===== src/rtl/supv_pkg.sv =====
package supv_pkg;

  typedef enum logic [1:0] {
    ST_HOLD   = 2'd0,
    ST_TIMING = 2'd1,
    ST_RUN    = 2'd2
  } rstState_t;

  // strobes from control to datapath
  typedef struct packed {
    logic tmrClr;
    logic tmrInc;
    logic wdSet;
    logic wdClr;
  } dpCtrl_t;

  // status from datapath to control
  typedef struct packed {
    logic manLow;
    logic supLow;
    logic tmrDone;
    logic qualified;
  } dpStat_t;

endpackage


===== src/rtl/supv_datapath.sv =====
module supv_datapath
  import supv_pkg::*;
#(
  parameter int TIMEOUT_CYCLES = 70_000_000,
  parameter int QUAL_CYCLES    = 3750,
  parameter int PULSE_CYCLES   = 250,
  parameter int SYNC_STAGES    = 2
) (
  input  logic    clk,
  input  logic    rstN,
  input  logic    manRstN,
  input  logic    lowSupply,
  input  dpCtrl_t ctrl,
  output dpStat_t stat,
  output logic    faultLatched,
  output logic    pulseActive
);

  localparam int TMR_W   = $clog2(TIMEOUT_CYCLES + 1);
  localparam int QUAL_W  = $clog2(QUAL_CYCLES + 1);
  localparam int PULSE_W = $clog2(PULSE_CYCLES + 1);

  logic [SYNC_STAGES-1:0] manPipe;
  logic [SYNC_STAGES-1:0] supPipe;
  logic [TMR_W-1:0]       tmrCnt;
  logic [QUAL_W-1:0]      qualCnt;
  logic [PULSE_W-1:0]     pulseCnt;
  logic                   manSync;
  logic                   supSync;

  // synchronizer chains; inactive levels on reset
  always_ff @(posedge clk or negedge rstN) begin
    if (!rstN) begin
      manPipe <= '1;
      supPipe <= '0;
    end else begin
      manPipe <= {manPipe[SYNC_STAGES-2:0], manRstN};
      supPipe <= {supPipe[SYNC_STAGES-2:0], lowSupply};
    end
  end

  assign manSync = manPipe[SYNC_STAGES-1];
  assign supSync = supPipe[SYNC_STAGES-1];

  // reset timeout counter
  always_ff @(posedge clk or negedge rstN) begin
    if (!rstN) begin
      tmrCnt <= '0;
    end else if (ctrl.tmrClr) begin
      tmrCnt <= '0;
    end else if (ctrl.tmrInc) begin
      tmrCnt <= tmrCnt + TMR_W'(1);
    end
  end

  // minimum-width qualifier, saturates at the qualifying count
  always_ff @(posedge clk or negedge rstN) begin
    if (!rstN) begin
      qualCnt <= '0;
    end else if (manSync) begin
      qualCnt <= '0;
    end else if (qualCnt != QUAL_W'(QUAL_CYCLES)) begin
      qualCnt <= qualCnt + QUAL_W'(1);
    end
  end

  // watchdog fault latch and pulse stretcher
  always_ff @(posedge clk or negedge rstN) begin
    if (!rstN) begin
      faultLatched <= 1'b0;
      pulseCnt     <= '0;
    end else if (ctrl.wdClr) begin
      faultLatched <= 1'b0;
      pulseCnt     <= '0;
    end else if (ctrl.wdSet) begin
      faultLatched <= 1'b1;
      pulseCnt     <= PULSE_W'(PULSE_CYCLES);
    end else if (pulseCnt != '0) begin
      pulseCnt <= pulseCnt - PULSE_W'(1);
    end
  end

  assign pulseActive    = (pulseCnt != '0);
  assign stat.manLow    = ~manSync;
  assign stat.supLow    = supSync;
  assign stat.tmrDone   = (tmrCnt == TMR_W'(TIMEOUT_CYCLES - 1));
  assign stat.qualified = (qualCnt == QUAL_W'(QUAL_CYCLES));

endmodule


===== src/rtl/supv_control.sv =====
module supv_control
  import supv_pkg::*;
(
  input  logic    clk,
  input  logic    rstN,
  input  dpStat_t stat,
  input  logic    faultLatched,
  input  logic    pulseActive,
  input  logic    chipEnInN,
  input  logic    wdTrip,
  input  logic    wdClear,
  output dpCtrl_t ctrl,
  output logic    sysRstN,
  output logic    chipEnOutN,
  output logic    wdFaultN,
  output logic    wdStrobeN
);

  rstState_t state;
  rstState_t stateNext;
  logic      cause;

  assign cause = stat.manLow | stat.supLow;

  always_ff @(posedge clk or negedge rstN) begin
    if (!rstN) begin
      state <= ST_HOLD;
    end else begin
      state <= stateNext;
    end
  end

  always_comb begin
    stateNext   = state;
    ctrl.tmrClr = 1'b1;
    ctrl.tmrInc = 1'b0;
    unique case (state)
      ST_HOLD: begin
        if (!cause) stateNext = ST_TIMING;
      end
      ST_TIMING: begin
        if (cause) begin
          stateNext = ST_HOLD;
        end else if (stat.tmrDone) begin
          stateNext = ST_RUN;
        end else begin
          ctrl.tmrClr = 1'b0;
          ctrl.tmrInc = 1'b1;
        end
      end
      ST_RUN: begin
        if (cause) stateNext = ST_HOLD;
      end
      default: stateNext = ST_HOLD;
    endcase
  end

  // qualification beats clear, clear beats trip
  assign ctrl.wdClr = stat.qualified | wdClear;
  assign ctrl.wdSet = wdTrip & ~ctrl.wdClr;

  assign sysRstN    = (state == ST_RUN);
  assign chipEnOutN = chipEnInN | ~sysRstN | stat.qualified;
  assign wdFaultN   = ~(faultLatched & ~stat.qualified);
  assign wdStrobeN  = ~(pulseActive & ~stat.qualified);

endmodule


===== src/rtl/supv_reset_ctrl.sv =====
module supv_reset_ctrl
  import supv_pkg::*;
#(
  parameter int TIMEOUT_CYCLES = 70_000_000,
  parameter int QUAL_CYCLES    = 3750,
  parameter int PULSE_CYCLES   = 250
) (
  input  logic clk,
  input  logic rstN,
  input  logic manRstN,
  input  logic lowSupply,
  input  logic chipEnInN,
  input  logic wdTrip,
  input  logic wdClear,
  output logic sysRstN,
  output logic chipEnOutN,
  output logic wdFaultN,
  output logic wdStrobeN
);

  dpCtrl_t ctrl;
  dpStat_t stat;
  logic    faultLatched;
  logic    pulseActive;
  logic    manQualified;

  supv_datapath #(
    .TIMEOUT_CYCLES(TIMEOUT_CYCLES),
    .QUAL_CYCLES   (QUAL_CYCLES),
    .PULSE_CYCLES  (PULSE_CYCLES),
    .SYNC_STAGES   (2)
  ) u_dp (
    .clk         (clk),
    .rstN        (rstN),
    .manRstN     (manRstN),
    .lowSupply   (lowSupply),
    .ctrl        (ctrl),
    .stat        (stat),
    .faultLatched(faultLatched),
    .pulseActive (pulseActive)
  );

  supv_control u_ctl (
    .clk         (clk),
    .rstN        (rstN),
    .stat        (stat),
    .faultLatched(faultLatched),
    .pulseActive (pulseActive),
    .chipEnInN   (chipEnInN),
    .wdTrip      (wdTrip),
    .wdClear     (wdClear),
    .ctrl        (ctrl),
    .sysRstN     (sysRstN),
    .chipEnOutN  (chipEnOutN),
    .wdFaultN    (wdFaultN),
    .wdStrobeN   (wdStrobeN)
  );

  assign manQualified = stat.qualified;

endmodule


===== config.mk =====
export PLATFORM = sky130hd
export DESIGN_NAME = supv_reset_ctrl
export DESIGN_NICKNAME = d
export VERILOG_FILES = /design/src/rtl/supv_pkg.sv /design/src/rtl/supv_datapath.sv /design/src/rtl/supv_control.sv /design/src/rtl/supv_reset_ctrl.sv
export SDC_FILE = /design/constraint.sdc
export NUM_CORES = 1
export LEC_CHECK = 0
export ABC_AREA = 1
export BUFFER_PORTS_ARGS = -buffer_cell sky130_fd_sc_hd__buf_2
export CORE_UTILIZATION = 62
export DETAILED_ROUTE_END_ITERATION = 8
export PLACE_DENSITY_LB_ADDON = 0.25
export REMOVE_ABC_BUFFERS = 1
export SLEW_MARGIN = 0
export SYNTH_ARGS = -nofsm -noshare
export SYNTH_HDL_FRONTEND = slang
export SYNTH_HIERARCHICAL = 1
export SYNTH_SLANG_ARGS = --single-unit

===== constraint.sdc =====
create_clock -name clk -period 2.7 [get_ports clk]
set_input_delay 0.27 -clock clk [delete_from_list [all_inputs] [get_ports clk]]
set_output_delay 0.27 -clock clk [all_outputs]
set_load 0.01 [all_outputs]

==> results.md, run 1 <==
- Aggregate global-route resource usage: 26.9%
- Startpoint Class: flip-flop
- Register bit total from synthesis: 54
- Mapped Cells: 423
- Fmax: 418 MHz
- Outcome: finished, final reports clean
- Post-synth top area cell: dfrtp_1
- FFs w/ async S/R, synth: 100%
- Most frequent cell after synthesis: nor2_1
- First-pass detailed-route iteration total: 4
- CP endpoint kind: flip-flop
- Mapped Avg Cell Area: 7.25 µm²
- RSZ-0062 raised after global routing: false
- WL met3: 270 µm
- Gates resized, CTS repair: 0
- DIE WIDTH: 72.3 µm
- Cell Area, Synth: 3070 µm²
- Worst EP arrival: 2.59 ns
- Worst vdd ir: 0.000264 V
- Deepest clock path buffer count: 2
- Most frequent CP cell: nor2_1
- Worst Path Buf+Inv: 2
- Worst EP required: 2.90 ns
- Final hold vios: 0
- CP Max Fanout: 8
- Initial core utilization: 64.5%
- Final TNS setup: 0 ns
- Max-Slew Margin vs Limit: 65.7%
- CTS Sinks: 54
- DP HPWL: 4730 µm
- CTS tree: yes
- ANT cells: 0
- Hold WC Path Type: input pin to flip-flop
- Via density: 5.35
- Setup violations, final: 0
- Io pins: 11
- Overflow after GRT: 0
- Top Layer Used: met4
- Post-synth top area share: 42.4%
- Root Buffer: clkbuf_8
- Min cycle time layout: 2.39 ns
- Initial DRC count: 238
- Met2 Wirelength: 3110 µm
- Worst path max stage delay: 0.43 ns
- Final #Nets: 450
- Row cnt: 25
- Routed WL: 6260 µm
- Share of cells above drive strength 1: 9.79%
- Pre-CTS setup slack: 0.367 ns
- Ys Warns: 6
- PD cells: 478 nW/µm²
- Pin count of the biggest net entering global routing: 33
- CP delay by family, top: simple AND/OR/NAND/NOR gates
- Critical-path cell list: ha_1, nand3_1, inv_1, nand4_1, nor2_1, nand3b_2, inv_2, nor2_4, nor2_4, nand3_1, nor2_1, nand2_1, nand2_1, nor2_1
- Final Wtd Congestion: 0.899
- Clk_lat worst skew: 0.31 ns
- Tightest Pin Transition: 0.514 ns
- Die H: 72.3 µm
- Vias in the first global route: 2487
- EDFF count, synth: 0
- Clock Pin Slew Worst Setup and Hold Paths: 0.09 ns
- Slowest cell on the critical path: dfrtp_1
- Most used flip-flop cell after synthesis: dfrtp_1
- First-pass GRT wire length: 10900 µm
- PnR worst setup slack: 0.307 ns
- Die Area: 5230 µm²
- Wl on met1: 2820 µm
- Sequential fraction of the synthesis area: 44.1%
- Post-synth top cells: 87 x nor2_1, 85 x nand2_1, 56 x inv_1
- I/O Buffers: 10
- Via Count: 2708
- P&R area growth vs syn: 7.67%
- Max Slew Vio Count: 0
- Area after DPL: 3210 µm²
- DR WL/cell: 12.4 µm
- Tcrit/Tclk final: 88.6%
- Leak: 0.00150 µW
- DR DRC count: 0
- Initial antenna violation count: 0
- Max-cap viol count: 0
- Total CTS buffers: 5
- Synth area leaders: dfrtp_1 42%, nor2_1 11%, nand2_1 10%
- Setup Skew: 0.0107 ns
- Netlist cell types: 33
- H-tree levels: 2
- Detail Route Antenna Nets: 0
- Design Area, Final: 3300 µm²
- Kind of critical path: flip-flop to flip-flop
- Total core area: 4750 µm²
final cells by class:
type,count,area [µm²]
timing repair buffer,14,95.1
fill,403,1450
inverter,59,221
sequential,54,1350
multi-input combinational,304,1460
clock inverter,2,15.0
clock buffer,6,72.6
tap,67,83.8
placed cells by master, fill, tap and decap left out, types with 2 or more instances in the layout:
cell	n
nand3_1	32
inv_2	3
o21ai_0	21
inv_1	56
nor2_1	87
ha_1	5
clkbuf_8	5
nor2_4	5
nand2_1	85
nor3_1	6
a21oi_1	27
nor3b_1	2
nor2_2	5
dfstp_2	2
buf_4	2
dfrtp_1	52
buf_2	10
nand2_2	3
xnor2_1	2
o21ai_1	2
clkinvlp_4	2
nand2_4	2
nand4_1	9
nor4_1	2
routing by layer:
| layer | up-vias | track usage, % |
|---|---|---|
| met5 | - | 0 |
| met3 | 6 | 4.72 |
| met2 | 74 | 46.0 |
| met1 | 1259 | 35.1 |
| met4 | 0 | 7.63 |
| li1 | 1369 | - |
worst paths after layout:
kind                            depth (start not counted)                        from                            to  slack, ns
worst max-delay path                                   14  u_dp/tmrCnt[0]$_DFFE_PN0P_   u_dp/tmrCnt[18]$_DFFE_PN0P_       0.31
worst min register to register                          0   u_dp/manPipe[0]$_DFF_PN1_     u_dp/manPipe[1]$_DFF_PN1_       0.36
worst min-delay path                                    1                     manRstN     u_dp/manPipe[0]$_DFF_PN1_       0.06
max in group asynchronous                               3                        rstN     u_dp/manPipe[0]$_DFF_PN1_       1.41
min in group asynchronous                               2                        rstN  u_dp/pulseCnt[6]$_DFFE_PN0P_       0.45
worst max register to register                         14  u_dp/tmrCnt[0]$_DFFE_PN0P_   u_dp/tmrCnt[18]$_DFFE_PN0P_       0.31
report_power, final:
group / internal [µW] / leakage, µW / switching [µW]
sequential: 853 / 0.000730 / 32.1
combinational: 93.0 / 0.000737 / 161
clock: 183 / 0.0000374 / 257
total: 1130 / 0.00150 / 451
registers in the layout, indices dropped and copies added (netlist names):
signal and cells:
u_dp/tmrCnt 27, u_dp/qualCnt 12, u_dp/pulseCnt 8, u_ctl/state 2, u_dp/manPipe 2, u_dp/supPipe 2
u_dp/faultLatched 1
kinds of logic after synthesis:
kind of cell,synth area share [%]
adders and majority gates,2.04
DFF,44.1
AOI/OAI and AO/OA,8.81
buffers and inverters,8.24
xor gates and xnor gates,0.857
and+or+nand+nor,35.9
metrics by stage:
| stage | total power [µW] | hold WS (ns) | cells | utilization, % |
|---|---|---|---|---|
| after floorplan | 1080 | -0.0256 | 417 | - |
| after global placement | 1140 | 0.277 | 497 | 67.4 |
| after detailed placement | 1150 | 0.272 | 497 | 67.4 |
| after CTS | 1590 | 0.0517 | 506 | 69.5 |
| after global routing | 1680 | 0.0324 | 506 | 69.5 |
| final | 1580 | 0.0610 | 506 | 69.5 |
what timing repair did:
item	CTS	global route
hold endpoints to repair	22	0
hold buffers	1	0
setup buffers	0	0
setup endpoints to repair	0	0
Note: power is estimated with default switching activity, not from simulation.
==> inputs of run 2 (changes only) <==
CORE_MARGIN = 2   (was default)
PLACE_DENSITY = 0.8   (was default)
PLACE_DENSITY_LB_ADDON = default   (was 0.25)
==> run 2 against run 1 <==
Compared with the run above: design area did not move; worst hold slack got worse by 0.011 ns; sequential share of layout area did not move; final cell count rose by 0.20%; critical path type unchanged; highest routed layer unchanged.
==> results.md, run 2 (synthesis results as in run 1) <==
- Outcome: finished, final reports clean (unchanged)
- Hold WC Path Type: input pin to flip-flop (unchanged)
- First-pass GRT wire length: 10700 µm (was 10900 µm)
- PD cells: 484 nW/µm² (was 478 nW/µm²)
- DP HPWL: 4710 µm (was 4730 µm)
- Most frequent CP cell: nor2_1 (unchanged)
- Overflow after GRT: 0 (unchanged)
- ANT cells: 0 (unchanged)
- Largest register FFs: 27 (unchanged)
- Die Area: 5530 µm² (was 5230 µm²)
- Worst Path Buf+Inv: 2 (unchanged)
- Via density: 5.20 (was 5.35)
- Final #Nets: 451 (was 450)
- Leak: 0.00151 µW (was 0.00150 µW)
- CP endpoint kind: flip-flop (unchanged)
- Vias in the first global route: 2516 (was 2487)
- Aggregate global-route resource usage: 25.1% (was 26.9%)
- Total CTS buffers: 5 (unchanged)
- Power share of the clock group: 28.9% (was 27.9%)
- Flop pwr share: 55.2% (was 56.0%)
- First-pass detailed-route iteration total: 4 (unchanged)
- Internal: 1130 µW (about the same)
- I/O Buffers: 10 (unchanged)
- Combinational power share: 15.8% (was 16.1%)
- RSZ-0062 raised after global routing: false (unchanged)
- Startpoint Class: flip-flop (unchanged)
- Worst EP required: 2.90 ns (about the same)
- Gates resized, CTS repair: 0 (unchanged)
- CP delay by family, top: simple AND/OR/NAND/NOR gates (unchanged)
- Worst EP arrival: 2.52 ns (was 2.59 ns)
- Largest regs: u_dp/tmrCnt x27, u_dp/qualCnt x12, u_dp/pulseCnt x8 (unchanged)
- Max Slew Vio Count: 0 (unchanged)
- Tightest Pin Transition: 0.379 ns (was 0.514 ns)
- Initial core utilization: 64.5% (unchanged)
- Max-Slew Margin vs Limit: 74.8% (was 65.7%)
- Slowest cell on the critical path: dfrtp_1 (unchanged)
- H-tree levels: 2 (unchanged)
- Total core area: 4750 µm² (unchanged)
- Max-cap viol count: 0 (unchanged)
- Commonest non-fill, non-tap cells in the layout: 87 x nor2_1, 85 x nand2_1, 56 x inv_1 (unchanged)
- CP Max Fanout: 8 (unchanged)
- DIE WIDTH: 74.3 µm (was 72.3 µm)
- Row cnt: 25 (unchanged)
- Die H: 74.3 µm (was 72.3 µm)
- Setup violations, final: 0 (unchanged)
- Initial DRC count: 99 (was 238)
- Routed WL: 6110 µm (was 6260 µm)
- Switching power total: 467 µW (was 451 µW)
- Critical-path cell list: ha_1, nand3_1, inv_1, nand4_1, nor2_1, nand3b_2, inv_2, nor2_4, nor2_4, nand3_2, nor2_1, nand2_1, nand2_1, nor2_1 (was ha_1, nand3_1, inv_1, nand4_1, nor2_1, nand3b_2, inv_2, nor2_4, nor2_4, nand3_1, nor2_1, nand2_1, nand2_1, nor2_1)
- Worst vdd ir: 0.000245 V (was 0.000264 V)
- Fmax: 432 MHz (was 418 MHz)
- Setup Skew: 0.00942 ns (was 0.0107 ns)
- DR WL/cell: 12.0 µm (was 12.4 µm)
- DR DRC count: 0 (unchanged)
- Initial antenna violation count: 0 (unchanged)
- Kind of critical path: flip-flop to flip-flop (unchanged)
- Fillers: 415 (was 403)
- P&R area growth vs syn: 7.67% (unchanged)
- Worst path max stage delay: 0.43 ns (about the same)
- Worst hold slack: 0.0499 ns (was 0.0610 ns)
- Sw Ratio: 29.2% (was 28.5%)
- Final hold vios: 0 (unchanged)
- Detail Route Antenna Nets: 0 (unchanged)
- Tcrit/Tclk final: 85.7% (was 88.6%)
- Final TNS setup: 0 ns (unchanged)
- Share of cells above drive strength 1: 10.2% (was 9.79%)
- Top reg by flops: u_dp/tmrCnt (unchanged)
- Final Wtd Congestion: 0.893 (was 0.899)
- Via Count: 2635 (was 2708)
- CTS Sinks: 54 (unchanged)
- Min cycle time layout: 2.31 ns (was 2.39 ns)
- Deepest clock path buffer count: 2 (unchanged)
- Io pins: 11 (unchanged)
- CTS tree: yes (unchanged)
- Clk_lat worst skew: 0.31 ns (about the same)
- Clock Pin Slew Worst Setup and Hold Paths: 0.10 ns (was 0.09 ns)
- Pin count of the biggest net entering global routing: 24 (was 33)
- Root Buffer: clkbuf_8 (unchanged)
- Most common cell after layout, fill and taps aside: nor2_1 (unchanged)
[run 2: cell count changes in the layout (fill, tap and decap cells not counted), sizes merged]
cell	change
buf	+1
inv	+1
clkbuf	-1
[run 2: routing by layer]
| metal | vias up | part of all wire, % | global-route usage [%] | wire length (µm) |
|---|---|---|---|---|
| li1 | 1376 | - | - | - |
| met1 | 1211 | 46 | 31.3 | 2830 |
| met2 | 41 | 49 | 44.7 | 3020 |
| met3 | 7 | 3.0 | 3.79 | 181 |
| met4 | 0 | 1.3 | 8.53 | 80 |
| met5 | - | 0 | 0 | 0 |
[run 2: metrics by stage]
step                utilization (%)  instance area [µm²]  setup WS [ns]  cells  power, µW
finish                         69.5                 3300          0.387    507       1600
global route                   69.5                 3300          0.125    507       1700
CTS                            69.5                 3300          0.393    507       1630
detailed placement             67.3                 3200          0.418    498       1150
global placement               67.3                 3200          0.490    498       1140
floorplan                         -                 3040          0.599    417       1080
[run 2: path summary, 6_finish.rpt]
kind	end	slack, ns	startpoint	depth (start not counted)
min	u_dp/manPipe[0]$_DFF_PN1_	0.05	manRstN	1
max in group asynchronous	u_dp/tmrCnt[13]$_DFFE_PN0P_	1.67	rstN	3
min reg2reg	u_dp/manPipe[1]$_DFF_PN1_	0.37	u_dp/manPipe[0]$_DFF_PN1_	0
max reg2reg	u_dp/tmrCnt[20]$_DFFE_PN0P_	0.39	u_dp/tmrCnt[0]$_DFFE_PN0P_	14
min in group asynchronous	u_dp/qualCnt[10]$_DFFE_PN0P_	0.39	rstN	2
max	u_dp/tmrCnt[20]$_DFFE_PN0P_	0.39	u_dp/tmrCnt[0]$_DFFE_PN0P_	14
[run 2: worst reg2reg max path, stage by stage, from the launching register on]
cell,delay [ns]
dfrtp_1,0.43
ha_1,0.23
nand3_1,0.14
inv_1,0.08
nand4_1,0.09
nor2_1,0.06
nand3b_2,0.29
inv_2,0.15
nor2_4,0.08
nor2_4,0.21
nand3_2,0.13
nor2_1,0.14
nand2_1,0.06
nand2_1,0.05
nor2_1,0.04
[run 2: cell type report]
class	count	area, µm²	share of cell area, %
clock buffers	5	68.8	2.08
clock inverters	3	23.8	0.720
inverters	59	221	6.70
multi-input cells	304	1460	44.2
flip-flops and latches	54	1350	41.0
well taps	67	83.8	2.54
repair buffers	15	90.1	2.73
[run 2: what timing repair did]
| item | in CTS | in global routing |
|---|---|---|
| endpoints found under the hold margin | 14 | 0 |
| setup buffers | 0 | 0 |
| hold buffers | 1 | 0 |
[run 2: power groups by stage]
stage                     registers (µW)  logic [µW]  clock network [µW]
after floorplan                      892         189                   0
after global placement               898         245                   0
after detailed placement             900         254                   0
after CTS                            884         256                 487
after global routing                 891         299                 510
final                                884         253                 463
